### src/rtl/rbr_pkg.sv
package rbr_pkg;
  // flag select code carried in cond_sel[2:1]
  typedef enum logic [1:0] {
    FSEL_NEG  = 2'd0,
    FSEL_OVF  = 2'd1,
    FSEL_CRY  = 2'd2,
    FSEL_ZERO = 2'd3
  } flag_sel_e;

  typedef enum logic [1:0] {
    SQ_IDLE = 2'd0,
    SQ_BUSY = 2'd1,
    SQ_DONE = 2'd2
  } seq_state_e;

  localparam int unsigned NUM_FLAGS = 4;
endpackage

### src/rtl/rbr_cond_eval.sv
module rbr_cond_eval
  import rbr_pkg::*;
#(
  parameter int unsigned FLAG_W = NUM_FLAGS
) (
  input  logic [2:0]        cond_sel,
  input  logic [FLAG_W-1:0] flags,
  output logic              cond_true
);
  localparam int unsigned SEL_W = $clog2(FLAG_W);

  flag_sel_e sel;
  logic [FLAG_W-1:0] pick_vec;

  assign sel = flag_sel_e'(cond_sel[2:1]);

  // code 0 picks the top flag bit, code FLAG_W-1 the bottom one
  for (genvar g = 0; g < FLAG_W; g++) begin : g_pick
    assign pick_vec[g] = (sel == flag_sel_e'(SEL_W'(FLAG_W - 1 - g))) & flags[g];
  end

  assign cond_true = (|pick_vec) == cond_sel[0];
endmodule

### src/rtl/rbr_target_calc.sv
module rbr_target_calc #(
  parameter int unsigned PC_W   = 16,
  parameter int unsigned DISP_W = 8,
  parameter int unsigned PAGE_W = 8
) (
  input  logic [PC_W-1:0]   pc,
  input  logic [DISP_W-1:0] disp,
  output logic [PC_W-1:0]   target,
  output logic              page_cross
);
  localparam int unsigned EXT_W = PC_W - DISP_W;

  logic [PC_W-1:0] disp_ext;

  assign disp_ext   = {{EXT_W{disp[DISP_W-1]}}, disp};
  assign target     = pc + disp_ext;
  assign page_cross = target[PC_W-1:PAGE_W] != pc[PC_W-1:PAGE_W];
endmodule

### src/rtl/rbr_seq.sv
module rbr_seq
  import rbr_pkg::*;
#(
  parameter int unsigned CNT_W = 2
) (
  input  logic             clk,
  input  logic             rst,
  input  logic             start,
  input  logic [CNT_W-1:0] pen_cycles,
  output logic             accept,
  output logic             busy,
  output logic             done
);
  seq_state_e state;
  logic [CNT_W-1:0] remain;

  assign accept = start && (state == SQ_IDLE) && !rst;
  assign busy   = state == SQ_BUSY;
  assign done   = state == SQ_DONE;

  always_ff @(posedge clk) begin
    if (rst) begin
      state  <= SQ_IDLE;
      remain <= '0;
    end else begin
      unique case (state)
        SQ_IDLE: begin
          if (accept) begin
            remain <= pen_cycles;
            state  <= (pen_cycles == '0) ? SQ_DONE : SQ_BUSY;
          end
        end
        SQ_BUSY: begin
          remain <= remain - 1'b1;
          if (remain == CNT_W'(1)) state <= SQ_DONE;
        end
        SQ_DONE: state <= SQ_IDLE;
        default: state <= SQ_IDLE;
      endcase
    end
  end
endmodule

### src/rtl/rel_branch_timer.sv
module rel_branch_timer
  import rbr_pkg::*;
#(
  parameter int unsigned PC_W      = 16,
  parameter int unsigned DISP_W    = 8,
  parameter int unsigned PAGE_W    = 8,
  parameter int unsigned TAKEN_PEN = 1,
  parameter int unsigned CROSS_PEN = 1,
  parameter int unsigned CNT_W     = $clog2(TAKEN_PEN + CROSS_PEN + 1)
) (
  input  logic              clk,
  input  logic              rst,
  input  logic              start,
  input  logic [PC_W-1:0]   pc_in,
  input  logic [DISP_W-1:0] disp_in,
  input  logic [2:0]        cond_sel,
  input  logic [NUM_FLAGS-1:0] flags_in,
  input  logic              emu_mode,
  output logic [PC_W-1:0]   pc_out,
  output logic [PC_W-1:0]   target_pc,
  output logic              taken,
  output logic [CNT_W-1:0]  extra_cycles,
  output logic              busy,
  output logic              done
);
  localparam logic [CNT_W-1:0] PEN_TAKEN = CNT_W'(TAKEN_PEN);
  localparam logic [CNT_W-1:0] PEN_CROSS = CNT_W'(CROSS_PEN);

  logic             cond_hit;
  logic [PC_W-1:0]  tgt_c;
  logic             cross_c;
  logic [CNT_W-1:0] pen_c;
  logic             accept;

  rbr_cond_eval #(.FLAG_W(NUM_FLAGS)) u_cond (
    .cond_sel  (cond_sel),
    .flags     (flags_in),
    .cond_true (cond_hit)
  );

  rbr_target_calc #(.PC_W(PC_W), .DISP_W(DISP_W), .PAGE_W(PAGE_W)) u_tgt (
    .pc         (pc_in),
    .disp       (disp_in),
    .target     (tgt_c),
    .page_cross (cross_c)
  );

  // page penalty applies only in legacy mode
  always_comb begin
    pen_c = '0;
    if (cond_hit) begin
      pen_c = PEN_TAKEN;
      if (emu_mode && cross_c) pen_c = PEN_TAKEN + PEN_CROSS;
    end
  end

  rbr_seq #(.CNT_W(CNT_W)) u_seq (
    .clk        (clk),
    .rst        (rst),
    .start      (start),
    .pen_cycles (pen_c),
    .accept     (accept),
    .busy       (busy),
    .done       (done)
  );

  always_ff @(posedge clk) begin
    if (rst) begin
      pc_out       <= '0;
      target_pc    <= '0;
      taken        <= 1'b0;
      extra_cycles <= '0;
    end else if (accept) begin
      target_pc    <= tgt_c;
      taken        <= cond_hit;
      pc_out       <= cond_hit ? tgt_c : pc_in;
      extra_cycles <= pen_c;
    end
  end
endmodule

### config.mk
export PLATFORM = sky130hd
export DESIGN_NAME = rel_branch_timer
export DESIGN_NICKNAME = d
export VERILOG_FILES = /design/src/rtl/rbr_pkg.sv /design/src/rtl/rbr_cond_eval.sv /design/src/rtl/rbr_target_calc.sv /design/src/rtl/rbr_seq.sv /design/src/rtl/rel_branch_timer.sv
export SDC_FILE = /design/constraint.sdc
export NUM_CORES = 1
export LEC_CHECK = 0
export ABC_AREA = 1
export ABC_CLOCK_PERIOD_IN_PS = 3900
export BUFFER_PORTS_ARGS = -buffer_cell sky130_fd_sc_hd__buf_2
export CAP_MARGIN = 30
export CORE_ASPECT_RATIO = 0.75
export CORE_UTILIZATION = 30
export DETAILED_ROUTE_END_ITERATION = 10
export GPL_ROUTABILITY_DRIVEN = 0
export HOLD_SLACK_MARGIN = 0.12
export SLEW_MARGIN = 5
export SYNTH_ARGS = -nofsm -noshare
export SYNTH_HDL_FRONTEND = slang
export SYNTH_HIERARCHICAL = 1
export SYNTH_SLANG_ARGS = --single-unit
### constraint.sdc
create_clock -name clk -period 3.9 [get_ports clk]
set_input_delay 0.78 -clock clk [delete_from_list [all_inputs] [get_ports clk]]
set_output_delay 0.78 -clock clk [all_outputs]
set_load 0.02 [all_outputs]
Yosys cells after proc, flatten, opt, wreduce, memory -nomap -nowiden
Index checks and enable logic that the tools add are counted.

Mux-type cells: 9. Equality and inequality tests: 10. Bitwise logic cells: 4. Add/subtract/negate cells: 2. Reduce and logical (&&, ||, !) cells: 11.

Operators by type and width (number): $add 16x16->16 (1); $mux 16 (1); $mux 2 (6); $ne 8x8->1 (1); $pmux 2 s2 (2); $eq 2x1->1 const B (3); $eq 2x2->1 const B (3); $logic_not 2->1 (3); $and 1x1->1 (4); $reduce_and 2->1 (2); $reduce_or 4->1 (1); $logic_and 1x1->1 (3); $ne 2x1->1 const B (1); $ne 2x2->1 const B (1); $reduce_bool 2->1 (1); $sub 2x1->2 const B (1); $eq 1x1->1 (1); $logic_not 1->1 (1).

Logic and storage cells: 42. Register bits after elaboration: 39. Output and inout bits: 37. Input bits: 35.

Depth between registers and ports, before layout
Depth after elaboration: 9. Mapped depth: 23. Depth with buffers taken out: 23.

Hierarchy
The synthesis kept the hierarchy.

Modules (own cells, without submodules): rel_branch_timer (cells each 222, sequential area each 700.7 µm², area each 1562.7 µm², times used 1); rbr_target_calc (cells each 233, sequential area each 0.0 µm², area each 1136.1 µm², times used 1); rbr_seq (cells each 40, sequential area each 80.1 µm², area each 244.0 µm², times used 1); rbr_cond_eval (cells each 13, sequential area each 0.0 µm², area each 57.6 µm², times used 1).

Worst setup path after synthesis
Ideal clock, no wire load.

Path kind: input port to flip-flop. From: in pc_in[0]. To: reg u_seq.state[1]. Arrival: 2.772 ns. Required time: 3.836 ns. Path slack: 1.064 ns. Cell stages on the path: 20. Path buffers: 0. Library setup time: 0.064 ns. Cells stage by stage: ha_1 fa_1 nand2_2 nand2_1 nand3_1 nand2_1 nand2_1 nand2_1 nand2_1 nand2_1 nand2_1 nand3_1 nor2_1 nand2_1 nand3_1 inv_1 or2_1 nor2_1 nor2_1 nor2_1.

Cells in the longest elaborated chain, start to end: 9.

RTL lines: start: declaration (line rel_branch_timer.sv:14) `input logic [PC_W-1:0] pc_in,`; $add 16x16->16 (line rbr_target_calc.sv:16) `assign target = pc + disp_ext;`; named net tgt_c[14] (line rel_branch_timer.sv:30) `logic [PC_W-1:0] tgt_c;`; $ne 8x8->1 (line rbr_target_calc.sv:17) `assign page_cross = target[PC_W-1:PAGE_W] != pc[PC_W-1:PAGE_W];`; named net cross_c (line rel_branch_timer.sv:31) `logic cross_c;`; $logic_and 1x1->1 (line rel_branch_timer.sv:53) `if (emu_mode && cross_c) pen_c = PEN_TAKEN + PEN_CROSS;`; $mux 2 (line rel_branch_timer.sv:53); $mux 2 (line rel_branch_timer.sv:51) `if (cond_hit) begin`; named net pen_c[1] (line rel_branch_timer.sv:32) `logic [CNT_W-1:0] pen_c;`; $logic_not 2->1 (line rbr_seq.sv:30) `state <= (pen_cycles == '0) ? SQ_DONE : SQ_BUSY;`; $mux 2 (line rbr_seq.sv:30); $mux 2 (line rbr_seq.sv:28) `if (accept) begin`; $pmux 2 s2 (line rbr_seq.sv:26) `unique case (state)`; end signal: assignment (line rbr_seq.sv:30); end: declaration (line rbr_seq.sv:14) `seq_state_e state;`.

The timed path passes the listed nets, and every way through them passes these cells. The select of a mux whose other input is x is not followed. A chain may end at the register's enable or synchronous reset.

Final worst setup path
From: in disp_in[7]. To: reg u_seq.state[1].

Cells in the longest elaborated chain, start to end: 9.

RTL lines: start: declaration (line rel_branch_timer.sv:15) `input logic [DISP_W-1:0] disp_in,`; $add 16x16->16 (line rbr_target_calc.sv:16); $ne 8x8->1 (line rbr_target_calc.sv:17); named net cross_c (line rel_branch_timer.sv:31); $logic_and 1x1->1 (line rel_branch_timer.sv:53); $mux 2 (line rel_branch_timer.sv:53); $mux 2 (line rel_branch_timer.sv:51); named net pen_c[1] (line rel_branch_timer.sv:32); $logic_not 2->1 (line rbr_seq.sv:30); $mux 2 (line rbr_seq.sv:30); $mux 2 (line rbr_seq.sv:28); $pmux 2 s2 (line rbr_seq.sv:26).

The timed path passes the listed nets, and every way through them passes these cells. The select of a mux whose other input is x is not followed.

==> metrics.txt <==
clk sinks=39; initial antenna violation count=0; synthesized instance count=508; mean post-synth cell area=5.91 sq um; Remaining DRCs=0; vias in the first global route=2944; hold path cells=2; root buf cell=clkbuf_16; peak per-stage delay on the critical path=0.40 ns; port bufs=71; worst setup path start=disp_in[7]; final count of negative-setup-slack endpoints=0; top cells by count, synth=nand2_1 (158), nor2_1 (86), inv_1 (79); Register Area=781 sq um; io pins=72; FF+latch count, synth=39; cts hold-fix bufs=0; sequential share of the synthesized area=26.0%; core area=9700 sq um; Peak Freq=341 MHz; Antenna Cells=0; Area Overhead vs Synth=18.6%; Worst-Margin Slew=0.510 ns; max_cap viols=0; DRT iter0 DRCs=251; via count=3189; Chip Height=88.6 um; critical path class=input pin to flip-flop; CP Launch Type=input pin; Total GRT Usage=16.7%; Final period util=75.2%; most frequent cell after synthesis=nand2_1; Leakage Power=2.14 nW; pwr dens=364 nW/um^2; Synth async-reset ratio=0%; GR Overflow Total=0; synth top area cells=dfxtp_1 (26%), nand2_1 (20%), nor2_1 (11%), inv_1 (9.9%), nand3_1 (8.3%); Tmin final=2.93 ns; synth warn=6; deepest clock path buffer count=2; Worst EP required=4.12 ns; Via density=4.50; Main synth FF type=dfxtp_1; Slew Viols, Final=0; Max Clock Skew=0.00246 ns; post_cts resized=0; DPL Wire Length=6580 um; multi-input logic area=1770 sq um; Die W=117 um; # fillers=1093; WL per Instance=11.7 um; FP Rows=31; largest net degree at the start of global routing=36; Yosys cell types=30; Hold WS=0.489 ns; total wire length=8270 um; R2R Path Start=u_seq/state[0]; postcts setup bufs=0; Num CTS Buffers=5; CTS tree=built; RSZ-0062 raised after global routing=no; Post-synth EDFFs=0; slowest cell on the critical path=ha_1; First-pass DRT Iterations=5; layout cells sized above 1=17.4%; setup TNS=0 ns; outcome=finished, final reports clean; VDD IR max=164 uV; Hold Violations, Final=0; Worst-Skew Late Latency=0.28 ns; beginning of the worst hold path=u_seq/remain[1]; Post-Syn Area=3000 sq um; fin nets=628; clock slew at reported path FFs=0.06 ns; htree depth=2; crit-path max FO=9; worst min-delay path class=flip-flop to flip-flop; CP Data Arrival Time=3.15 ns; Rel. slew slack=65.9%; Worst setup EP type=flip-flop; crit path cell chain=buf_2 -> ha_1 -> nand2_1 -> nor2_1 -> and2_2 -> nand2_1 -> nand3_1 -> nand3_1 -> nand2_1 -> nand2_1 -> nor2_1 -> nand2_1 -> nand3_1 -> inv_1 -> or2_1 -> nor2_1 -> nor2_1 -> nor2_1; first-pass GRT wire length=13900 um; post-synth top area share=26.0%; Yosys top cell by area=dfxtp_1; Syn Nets=560; Initial Utilization=30.9%; R2R cell count=7; antenna viol nets, final=0; total power draw=1.30 mW; die area=10400 sq um
metrics by stage:
step | cells | cell area, sq um | setup WS [ns] | utilization, %
3_5_place_dp | 701 | 3420 | 0.701 | 35.2
6_report | 708 | 3560 | 0.967 | 36.7
2_1_floorplan | 508 | 3000 | 1.06 | -
4_1_cts | 708 | 3560 | 0.987 | 36.7
5_1_grt | 708 | 3560 | 0.686 | 36.7
3_3_place_gp | 701 | 3420 | 0.713 | 35.2
layer usage:
layer	up-vias	share of wire, %	track usage (%)
met1	1398	52	23.3
li1	1683	-	-
met2	99	41	26.5
met4	0	0.80	3.38
met3	9	6.0	3.67
met5	-	0	0
state kept, by name, indices dropped and copies added (netlist names):
name / cells
extra_cycles: 2
target_pc: 16
u_seq/remain: 2
taken: 1
u_seq/state: 2
pc_out: 16
final cells by class:
type                            count  share of cell area, %
Multi-Input combinational cell    373                   49.6
Sequential cell                    39                   21.9
Clock inverter                      1                  0.141
Timing Repair Buffer               74                   10.6
Inverter                           83                   9.17
Tap cell                          132                   4.64
Clock buffer                        6                   3.90
cell usage in the layout (no fill, tap or decap), types with 2 or more instances in the layout:
master	n
buf_4	3
dfxtp_1	39
nand2_2	10
a21oi_2	2
o21ai_0	17
ha_1	16
xor2_1	6
nand3_1	50
a21oi_1	13
clkbuf_16	5
nor2_1	86
nand2_1	158
inv_1	79
or2_1	2
nand4_1	3
o21ai_1	2
buf_2	71
power breakdown:
group	total, mW	switching, mW	internal, mW
clock network	0.402	0.152	0.249
logic	0.441	0.292	0.148
registers	0.454	0.0194	0.435
critical path: cells and delay by family:
family / cells / cell delay (ns)
and+or+nand+nor: 15 / 1.72
adders and majority gates: 1 / 0.40
buffers and inverters: 2 / 0.24
final timing paths:
| path | endpoint | slack (ns) |
|---|---|---|
| worst max-delay path | u_seq/state[1] | 0.97 |
| worst min-delay path | u_seq/remain[1] | 0.49 |
| worst max register to register | pc_out[9] | 2.34 |
| worst min register to register | u_seq/remain[1] | 0.49 |
cells by family (layout without fill, tap and decap cells):
| logic type | after synthesis | count (layout) | share of synthesized area [%] |
|---|---|---|---|
| compound gates | 34 | 34 | 5.92 |
| xor+xnor | 7 | 7 | 2.04 |
| fa+ha+maj | 17 | 17 | 7.34 |
| buf+inv | 96 | 164 | 15.1 |
| flops | 39 | 39 | 26.0 |
| simple gates | 315 | 315 | 43.5 |
Note: power is estimated with default switching activity, not from simulation.
